`src/rtl/stk_pkg.sv`:
```
package stk_pkg;
    parameter int DATA_W = 8;
    parameter int PTR_W  = 8;
    parameter int PAGE_W = 8;

    localparam logic [7:0] OPC_PUSH_ACC  = 8'h48;
    localparam logic [7:0] OPC_PULL_ACC  = 8'h68;
    localparam logic [7:0] OPC_PUSH_STAT = 8'h08;
    localparam logic [7:0] OPC_PULL_STAT = 8'h28;

    typedef enum logic [2:0] {
        ST_IDLE,
        ST_PUSH_ADDR,
        ST_PUSH_WR,
        ST_PULL_INC,
        ST_PULL_RD,
        ST_PULL_LD
    } stk_state_e;

    typedef struct packed {
        logic valid;
        logic pull;
        logic status;
    } stk_cmd_t;

    function automatic stk_cmd_t decode_op(input logic [7:0] op);
        stk_cmd_t c;
        c = '0;
        case (op)
            OPC_PUSH_ACC:  c = '{valid: 1'b1, pull: 1'b0, status: 1'b0};
            OPC_PULL_ACC:  c = '{valid: 1'b1, pull: 1'b1, status: 1'b0};
            OPC_PUSH_STAT: c = '{valid: 1'b1, pull: 1'b0, status: 1'b1};
            OPC_PULL_STAT: c = '{valid: 1'b1, pull: 1'b1, status: 1'b1};
            default:       c = '0;
        endcase
        return c;
    endfunction
endpackage

```
`src/rtl/stk_ptr.sv`:
```
module stk_ptr #(
    parameter int PTR_W = stk_pkg::PTR_W,
    parameter logic [PTR_W-1:0] SP_INIT = '1
) (
    input  logic             clk,
    input  logic             rst,
    input  logic             inc,
    input  logic             dec,
    output logic [PTR_W-1:0] sp
);
    localparam logic [PTR_W-1:0] ONE = PTR_W'(1);

    always_ff @(posedge clk) begin
        if (rst)
            sp <= SP_INIT;
        else if (inc)
            sp <= sp + ONE;
        else if (dec)
            sp <= sp - ONE;
    end


    dec_wrap_chk: assert property (@(posedge clk) disable iff (rst)
        (dec && !inc) |=> (sp == $past(sp) - ONE));


    inc_wrap_chk: assert property (@(posedge clk) disable iff (rst)
        inc |=> (sp == $past(sp) + ONE));


    sp_hold_chk: assert property (@(posedge clk) disable iff (rst)
        (!inc && !dec) |=> $stable(sp));
endmodule

```
`src/rtl/stk_seq.sv`:
```
module stk_seq
    import stk_pkg::*;
#(
    parameter int DW = DATA_W
) (
    input  logic          clk,
    input  logic          rst,
    input  logic          req_valid,
    input  logic [7:0]    req_op,
    input  logic [DW-1:0] acc_in,
    input  logic [DW-1:0] status_in,
    output stk_state_e    state,
    output logic          to_status,
    output logic [DW-1:0] push_data,
    output logic          done
);
    stk_state_e nxt;
    stk_cmd_t   cmd;
    logic       accept;

    always_comb begin
        cmd    = decode_op(req_op);
        accept = (state == ST_IDLE) && req_valid && cmd.valid;
        nxt    = state;
        unique case (state)
            ST_IDLE:      if (accept) nxt = cmd.pull ? ST_PULL_INC : ST_PUSH_ADDR;
            ST_PUSH_ADDR: nxt = ST_PUSH_WR;
            ST_PUSH_WR:   nxt = ST_IDLE;
            ST_PULL_INC:  nxt = ST_PULL_RD;
            ST_PULL_RD:   nxt = ST_PULL_LD;
            ST_PULL_LD:   nxt = ST_IDLE;
            default:      nxt = ST_IDLE;
        endcase
    end

    always_ff @(posedge clk) begin
        if (rst) begin
            state     <= ST_IDLE;
            to_status <= 1'b0;
            push_data <= '0;
            done      <= 1'b0;
        end else begin
            state <= nxt;
            done  <= (state == ST_PUSH_WR) || (state == ST_PULL_LD);
            if (accept) begin
                to_status <= cmd.status;
                push_data <= cmd.status ? status_in : acc_in;
            end
        end
    end


    push_len_chk: assert property (@(posedge clk) disable iff (rst)
        (state == ST_PUSH_ADDR) |=> (state == ST_PUSH_WR));


    pull_len_chk: assert property (@(posedge clk) disable iff (rst)
        (state == ST_PULL_INC) |=> (state == ST_PULL_RD) ##1 (state == ST_PULL_LD));


    busy_hold_chk: assert property (@(posedge clk) disable iff (rst)
        (state != ST_IDLE) |=> ($stable(to_status) && $stable(push_data)));
endmodule

```
`src/rtl/stk_result.sv`:
```
module stk_result #(
    parameter int DW = stk_pkg::DATA_W
) (
    input  logic          clk,
    input  logic          rst,
    input  logic          capture,
    input  logic          to_status,
    input  logic [DW-1:0] rdata,
    output logic [DW-1:0] pull_data,
    output logic          acc_load,
    output logic          stat_load,
    output logic          flag_z,
    output logic          flag_n
);
    always_ff @(posedge clk) begin
        if (rst) begin
            pull_data <= '0;
            acc_load  <= 1'b0;
            stat_load <= 1'b0;
            flag_z    <= 1'b0;
            flag_n    <= 1'b0;
        end else begin
            acc_load  <= capture && !to_status;
            stat_load <= capture && to_status;
            if (capture) begin
                pull_data <= rdata;
                if (!to_status) begin
                    flag_z <= (rdata == '0);
                    flag_n <= rdata[DW-1];
                end
            end
        end
    end


    acc_flags_chk: assert property (@(posedge clk) disable iff (rst)
        acc_load |-> ((flag_z == (pull_data == '0)) && (flag_n == pull_data[DW-1])));


    stat_keep_chk: assert property (@(posedge clk) disable iff (rst)
        stat_load |-> ($stable(flag_z) && $stable(flag_n)));


    one_load_chk: assert property (@(posedge clk) disable iff (rst)
        !(acc_load && stat_load));
endmodule

```
`src/rtl/stack_unit.sv`:
```
module stack_unit
    import stk_pkg::*;
#(
    parameter int DW = DATA_W,
    parameter int PW = PTR_W,
    parameter int GW = PAGE_W,
    parameter logic [GW-1:0] PAGE = GW'(1),
    parameter logic [PW-1:0] SP_INIT = '1,
    localparam int AW = GW + PW
) (
    input  logic          clk,
    input  logic          rst,
    input  logic          req_valid,
    input  logic [7:0]    req_op,
    input  logic [DW-1:0] acc_in,
    input  logic [DW-1:0] status_in,
    input  logic [DW-1:0] mem_rdata,
    output logic          busy,
    output logic          done,
    output logic [AW-1:0] mem_addr,
    output logic          mem_we,
    output logic [DW-1:0] mem_wdata,
    output logic [PW-1:0] sp,
    output logic [DW-1:0] pull_data,
    output logic          acc_load,
    output logic          stat_load,
    output logic          flag_z,
    output logic          flag_n
);
    stk_state_e state;
    logic       to_status;
    logic       sp_inc;
    logic       sp_dec;

    stk_seq #(.DW(DW)) seq_i (
        .clk       (clk),
        .rst       (rst),
        .req_valid (req_valid),
        .req_op    (req_op),
        .acc_in    (acc_in),
        .status_in (status_in),
        .state     (state),
        .to_status (to_status),
        .push_data (mem_wdata),
        .done      (done)
    );

    assign sp_inc = (state == ST_PULL_INC);
    assign sp_dec = (state == ST_PUSH_WR);

    stk_ptr #(.PTR_W(PW), .SP_INIT(SP_INIT)) ptr_i (
        .clk (clk),
        .rst (rst),
        .inc (sp_inc),
        .dec (sp_dec),
        .sp  (sp)
    );

    stk_result #(.DW(DW)) res_i (
        .clk       (clk),
        .rst       (rst),
        .capture   (state == ST_PULL_LD),
        .to_status (to_status),
        .rdata     (mem_rdata),
        .pull_data (pull_data),
        .acc_load  (acc_load),
        .stat_load (stat_load),
        .flag_z    (flag_z),
        .flag_n    (flag_n)
    );

    assign busy     = (state != ST_IDLE);
    assign mem_we   = (state == ST_PUSH_WR);
    assign mem_addr = {PAGE, sp};


    we_pulse_chk: assert property (@(posedge clk) disable iff (rst)
        mem_we |=> !mem_we);


    addr_page_chk: assert property (@(posedge clk) disable iff (rst)
        busy |-> (mem_addr[AW-1:PW] == PAGE));


    done_idle_chk: assert property (@(posedge clk) disable iff (rst)
        done |-> ($past(busy) && !$past(done)));
endmodule

```
`config.mk`:
```
export PLATFORM = sky130hd
export DESIGN_NAME = stack_unit
export DESIGN_NICKNAME = d
export VERILOG_FILES = /design/src/rtl/stk_pkg.sv /design/src/rtl/stk_ptr.sv /design/src/rtl/stk_seq.sv /design/src/rtl/stk_result.sv /design/src/rtl/stack_unit.sv
export SDC_FILE = /design/constraint.sdc
export NUM_CORES = 1
export LEC_CHECK = 0
export ABC_AREA = 1
export BUFFER_PORTS_ARGS = -buffer_cell sky130_fd_sc_hd__buf_2
export CAP_MARGIN = 20
export CORE_MARGIN = 1
export CORE_UTILIZATION = 42
export CTS_CLUSTER_SIZE = 10
export DETAILED_ROUTE_END_ITERATION = 10
export PLACE_DENSITY = 0.82
export SLEW_MARGIN = 15
export SYNTH_ARGS = -nofsm -noshare
export SYNTH_HDL_FRONTEND = slang
export SYNTH_SLANG_ARGS = --single-unit
```
`constraint.sdc`:
```
create_clock -name clk -period 1.7 [get_ports clk]
set_input_delay 0.17 -clock clk [delete_from_list [all_inputs] [get_ports clk]]
set_output_delay 0.17 -clock clk [all_outputs]
set_load 0.02 [all_outputs]
```
# Yosys cells after proc, flatten, opt, wreduce, memory -nomap -nowiden
# Index checks and enable logic that the tools add are counted.
dict set report word_totals {
  ff_bits 33
  input_bits 35
  output_inout_bits 47
  elab_cells 41
}
dict set report classes {
  add_sub_neg 2
  eq_ne 10
  muxes 7
  bitwise_logic 1
  reduce_logical 11
}
# cell n
set op_table {}
lappend op_table {{$mux W8} 3}
lappend op_table {{$pmux W3 S4} 2}
lappend op_table {{$eq A8 B7 Y1 const B} 2}
lappend op_table {{$add A8 B1 Y8 const B} 1}
lappend op_table {{$eq A8 B4 Y1 const B} 1}
lappend op_table {{$eq A8 B6 Y1 const B} 1}
lappend op_table {{$logic_not A8 Y1} 1}
lappend op_table {{$sub A8 B1 Y8 const B} 1}
lappend op_table {{$eq A3 B2 Y1 const B} 2}
lappend op_table {{$eq A3 B3 Y1 const B} 2}
lappend op_table {{$logic_and A1 B1 Y1} 4}
lappend op_table {{$eq A3 B1 Y1 const B} 1}
lappend op_table {{$logic_not A3 Y1} 1}
lappend op_table {{$mux W3} 1}
lappend op_table {{$reduce_bool A3 Y1} 1}
lappend op_table {{$mux W2} 1}
lappend op_table {{$ne A2 B1 Y1 const B} 1}
lappend op_table {{$reduce_and A2 Y1} 1}
lappend op_table {{$reduce_bool A2 Y1} 1}
lappend op_table {{$logic_not A1 Y1} 1}
lappend op_table {{$logic_or A1 B1 Y1} 1}
lappend op_table {{$not A1 Y1} 1}

# Longest topological paths before layout
dict set report depth {
  depth_word 5
  ltp_mapped 11
  mapped_depth_nobuf 11
}

# Modules after synthesis
# A second synthesis with hierarchy kept.
dict set report hier_totals {
  cells_unflattened 282
  area_unflattened_um2 1939.4
}
# mod n_inst cells_each area_each_um2 seq_area_each_um2
set modules_own_cells {}
lappend modules_own_cells {stk_seq 1 112 740.7 260.2}
lappend modules_own_cells {stk_ptr 1 89 599.3 160.2}
lappend modules_own_cells {stk_result 1 54 437.9 240.2}
lappend modules_own_cells {stack_unit 1 27 161.4 0.0}

# Worst setup path before layout
# Ideal clock, no wire load.
dict set report synth_timing {
  path_kind {register to register}
  startpoint {register seq_i.state[2]}
  endpoint {register ptr_i.sp[3]}
  setup_time_ns 0.123
  arrival_time_ns 1.807
  t_required_ns 1.577
  slack_ns -0.230
  stages_incl_launch_ff 9
  n_path_buf 0
  synth_period_minus_slack_ns 1.930
  path_cell_list {dfxtp_1 > inv_1 > nand3_1 > ha_1 > or2_1 > and2_1 > or2_0 > nand3_1 > nand3_1}
}
dict set report synth_between {
  elab_chain_cells 2
  elab_cells_between_ends 4
  classes_between {2 x eq/ne; 1 x mux; 1 x reduce/logical}
}
# item line
set synth_rtl {}
lappend synth_rtl {{start, declared} stk_seq.sv:12} ;# output stk_state_e state,
lappend synth_rtl {{start signal, assigned} stk_seq.sv:43} ;# state <= nxt;
lappend synth_rtl {{$eq A3 B2 Y1, on equally long branches} {stack_unit.sv:48, stack_unit.sv:49}}
lappend synth_rtl {{$mux W8 or $reduce_bool A2 Y1 (tied branches)} -}
lappend synth_rtl {{end signal, assigned} stk_ptr.sv:17} ;# sp <= sp + ONE;
lappend synth_rtl {{end signal, assigned} stk_ptr.sv:19} ;# sp <= sp - ONE;
lappend synth_rtl {{end, declared} stk_ptr.sv:9} ;# output logic [PTR_W-1:0] sp
# Parallel ways exist; a longest one is shown, timed or not.
# A chain may end at the register's enable or synchronous reset.

# Worst setup path in the final report
# Same ends and word-level chain as after synthesis.

==> results by group <==
Global route
  • Largest net degree at the start of global routing: 22
  • Initial antenna violation count: 0
  • Most Used Layer, Global Route: met2
  • Met2 usage: 31.8%
  • First-pass GRT wire length: 6.62 mm
  • Global-route met1 utilization: between 20% and 30%
  • Met3 Use GR: about 6%
  • Number of global-route vias before repair: between 1500 and 2000
  • GRT Util Overall: a little under a fifth
  • Total gr overflow: 0

Clocking
  • Root Driver: clkbuf_8
  • CTS clk-pin slew, worst paths: approximately 0.08 ns
  • Worst-Skew Late Latency: 0.28 ns
  • CTS buffer count: 5
  • Clock sink total: 33
  • # H-tree levels: 2
  • CTS tree: yes
  • Max Buffers Root-to-Sink: 2

Final layout
  • Fin nets: between 300 and 400
  • Commonest non-fill, non-tap cell in the layout: buf_2
  • Number of diodes: 0
  • Layout cells sized above 1: approximately a third
  • Final Util: a little under 60%
  • Most frequent cells in the layout: buf_2 (73), nand2_1 (59), nor2_1 (47)
  • Synth-to-Final Area Change: 33.1%

Timing
  • Hold Fails Final Rpt: 0
  • Maximum clock frequency: 0.594 GHz
  • Crit path time final: ~1.7 ns
  • Slew Viols, Final: 0
  • Unrepaired setup endpoints after global routing: true
  • Final setup fails: 0
  • Period utilization: 99.0%
  • Skew final: 0.0117 ns

Drt
  • Vias per Instance: approximately 4.6
  • DR vias: between 1500 and 2000
  • DR WL/cell: 10.4 um
  • 1st-iter DRT viols: 119
  • WL final: 4.09 mm
  • Drt first pass iters: 4
  • DRT antenna net count: 0
  • DRC Markers: 0

Synthesis
  • Synth Cell Area: 0.00182 mm2
  • Syn avg cell area: roughly 6.8 um2
  • Seq/Total Area, Yosys: a little over a third
  • Synth unique cells: 28
  • Ys Warns: 0
  • Seq cells post-synth: 33
  • Synth Instances: about 270

Run
  • Max-Cap Viols: 0

Die
  • Die Width: between 60 and 70 um
  • IO Pins: just over 80
  • DIE AREA: ~0.0046 mm2
  • Initial Util: between 40% and 50%
  • Core Area: just over 0.004 mm2
  • Cell Rows: 23
  • Die extent in y: just under 70 um

Setup path
  • Critical Path Start Type: flip-flop
  • Worst-path fanout max: 8
  • Worst setup EP type: flip-flop
  • Worst Reg-to-Reg Cells: 8
  • Crit Path Category: reg -> reg
  • WP data arrival: between 1.5 and 2 ns
  • Critical Path RT: roughly 1.9 ns

Placed design
  • Port Buffers: 73
  • DP Wirelength: 3.05 mm
  • Placer congestion estimate: about 0.85

Pwr
  • Max VDD drop: approximately 0.32 mV
  • Pwr per Cell Area: roughly 680 mW/mm2
  • Total power: approximately 1600 uW
  • Static leakage: approximately 0.0013 uW

Run status
  • Status: finished clean

Hold path
  • Hold Crit Class: in -> reg
  • Hold path depth: 3
[metal layers]
metal	vias to the layer above	share of wire (%)
met1	786	43
met3	2	6.5
met5	-	0
met4	0	0.61
met2	67	50
li1	978	-
[worst paths after layout]
path                                startpoint            to  slack, ns
worst max-delay path            seq_i.state[2]   ptr_i.sp[3]       0.02
worst min-delay path              mem_rdata[7]  res_i.flag_n       0.11
worst max register to register  seq_i.state[2]   ptr_i.sp[3]       0.02
worst min register to register    res_i.flag_n  res_i.flag_n       0.47
[cell families after synthesis]
| family | share of synthesized area, % |
|---|---|
| adder cells (fa/ha/maj) | 5.91 |
| flip-flops | 36.3 |
| buffers and inverters | 13.1 |
| AND/OR/NAND/NOR | 36.2 |
| other | 0.413 |
| AO/OA/AOI/OAI | 8.11 |
[where the power goes]
part | total (uW) | switching [uW] | internal, uW
Clock | 765 | 287 | 478
Combinational | 106 | 62.2 | 43.9
Sequential | 776 | 1.01 | 775
Total | 1650 | 350 | 1300
[stage by stage]
step / hold WS (ns) / worst slack, ns / instance area (um2) / setup TNS, ns / cells
after detailed placement: 0.396 / -0.0179 / 2210 / -0.0180 / 383
after CTS: 0.106 / 0.00521 / 2370 / 0 / 393
after global placement: 0.396 / 0.0440 / 2210 / 0 / 383
final: 0.113 / 0.0170 / 2420 / 0 / 395
after global routing: 0.109 / -0.0557 / 2420 / -0.0869 / 395
after floorplan: 0.239 / 0.0381 / 1870 / 0 / 273
[registers in the layout, indices dropped and copies added (netlist names)]
name and count:
seq_i.to_status 1, seq_i.done 1, seq_i.state 3, res_i.acc_load 1, res_i.stat_load 1, ptr_i.sp 8
res_i.pull_data 8, res_i.flag_n 1, seq_i.push_data 8, res_i.flag_z 1
[cells in the mapped netlist]
| cell | n | area (um2) |
|---|---|---|
| buf_2 | 2 | 10.0 |
| nor3_2 | 1 | 10.0 |
| nand2_1 | 59 | 221 |
| o211ai_1 | 1 | 7.51 |
| nand3_1 | 27 | 135 |
| nand2_2 | 2 | 12.5 |
| conb_1 | 2 | 7.51 |
| or2_1 | 1 | 6.26 |
| nand4_1 | 4 | 25.0 |
| nand2_4 | 1 | 11.3 |
| inv_4 | 1 | 6.26 |
| or2_0 | 1 | 6.26 |
| o21ai_0 | 20 | 100 |
| nor2_1 | 47 | 176 |
| clkbuf_1 | 2 | 7.51 |
| ha_1 | 7 | 87.6 |
| a21oi_1 | 8 | 40.0 |
| nand3b_1 | 1 | 7.51 |
| nor3_4 | 1 | 16.3 |
| inv_1 | 20 | 75.1 |
| and2_1 | 1 | 6.26 |
| nor2_2 | 2 | 12.5 |
| inv_2 | 2 | 7.51 |
| dfxtp_1 | 33 | 661 |
| buf_4 | 17 | 128 |
| or2_2 | 2 | 12.5 |
| clkinv_1 | 1 | 3.75 |
| fa_1 | 1 | 20.0 |
[layout make-up]
type | instances | area (um2)
repair buffers | 85 | 455
clock inverters | 1 | 30.0
clock buffers | 7 | 86.3
fillers | 379 | 1660
inverters | 24 | 92.6
multi-input cells | 195 | 1030
well taps | 50 | 62.6
flip-flops and latches | 33 | 664
[critical path, stage by stage (launching register included)]
cell and delay [ns]:
dfxtp_2 0.33, inv_2 0.07, nand3_4 0.19, ha_4 0.28, or2_4 0.23, and2_4 0.16, or2_0 0.19, nand3_1 0.07
nand3_1 0.06
[timing repair]
action	4_1_cts	5_1_grt
resized for setup	3	10
hold buffers	0	0
setup endpoints to repair	3	4
pin swaps	2	2
buffers inserted	2	2
Note: power is estimated with default switching activity, not from simulation.
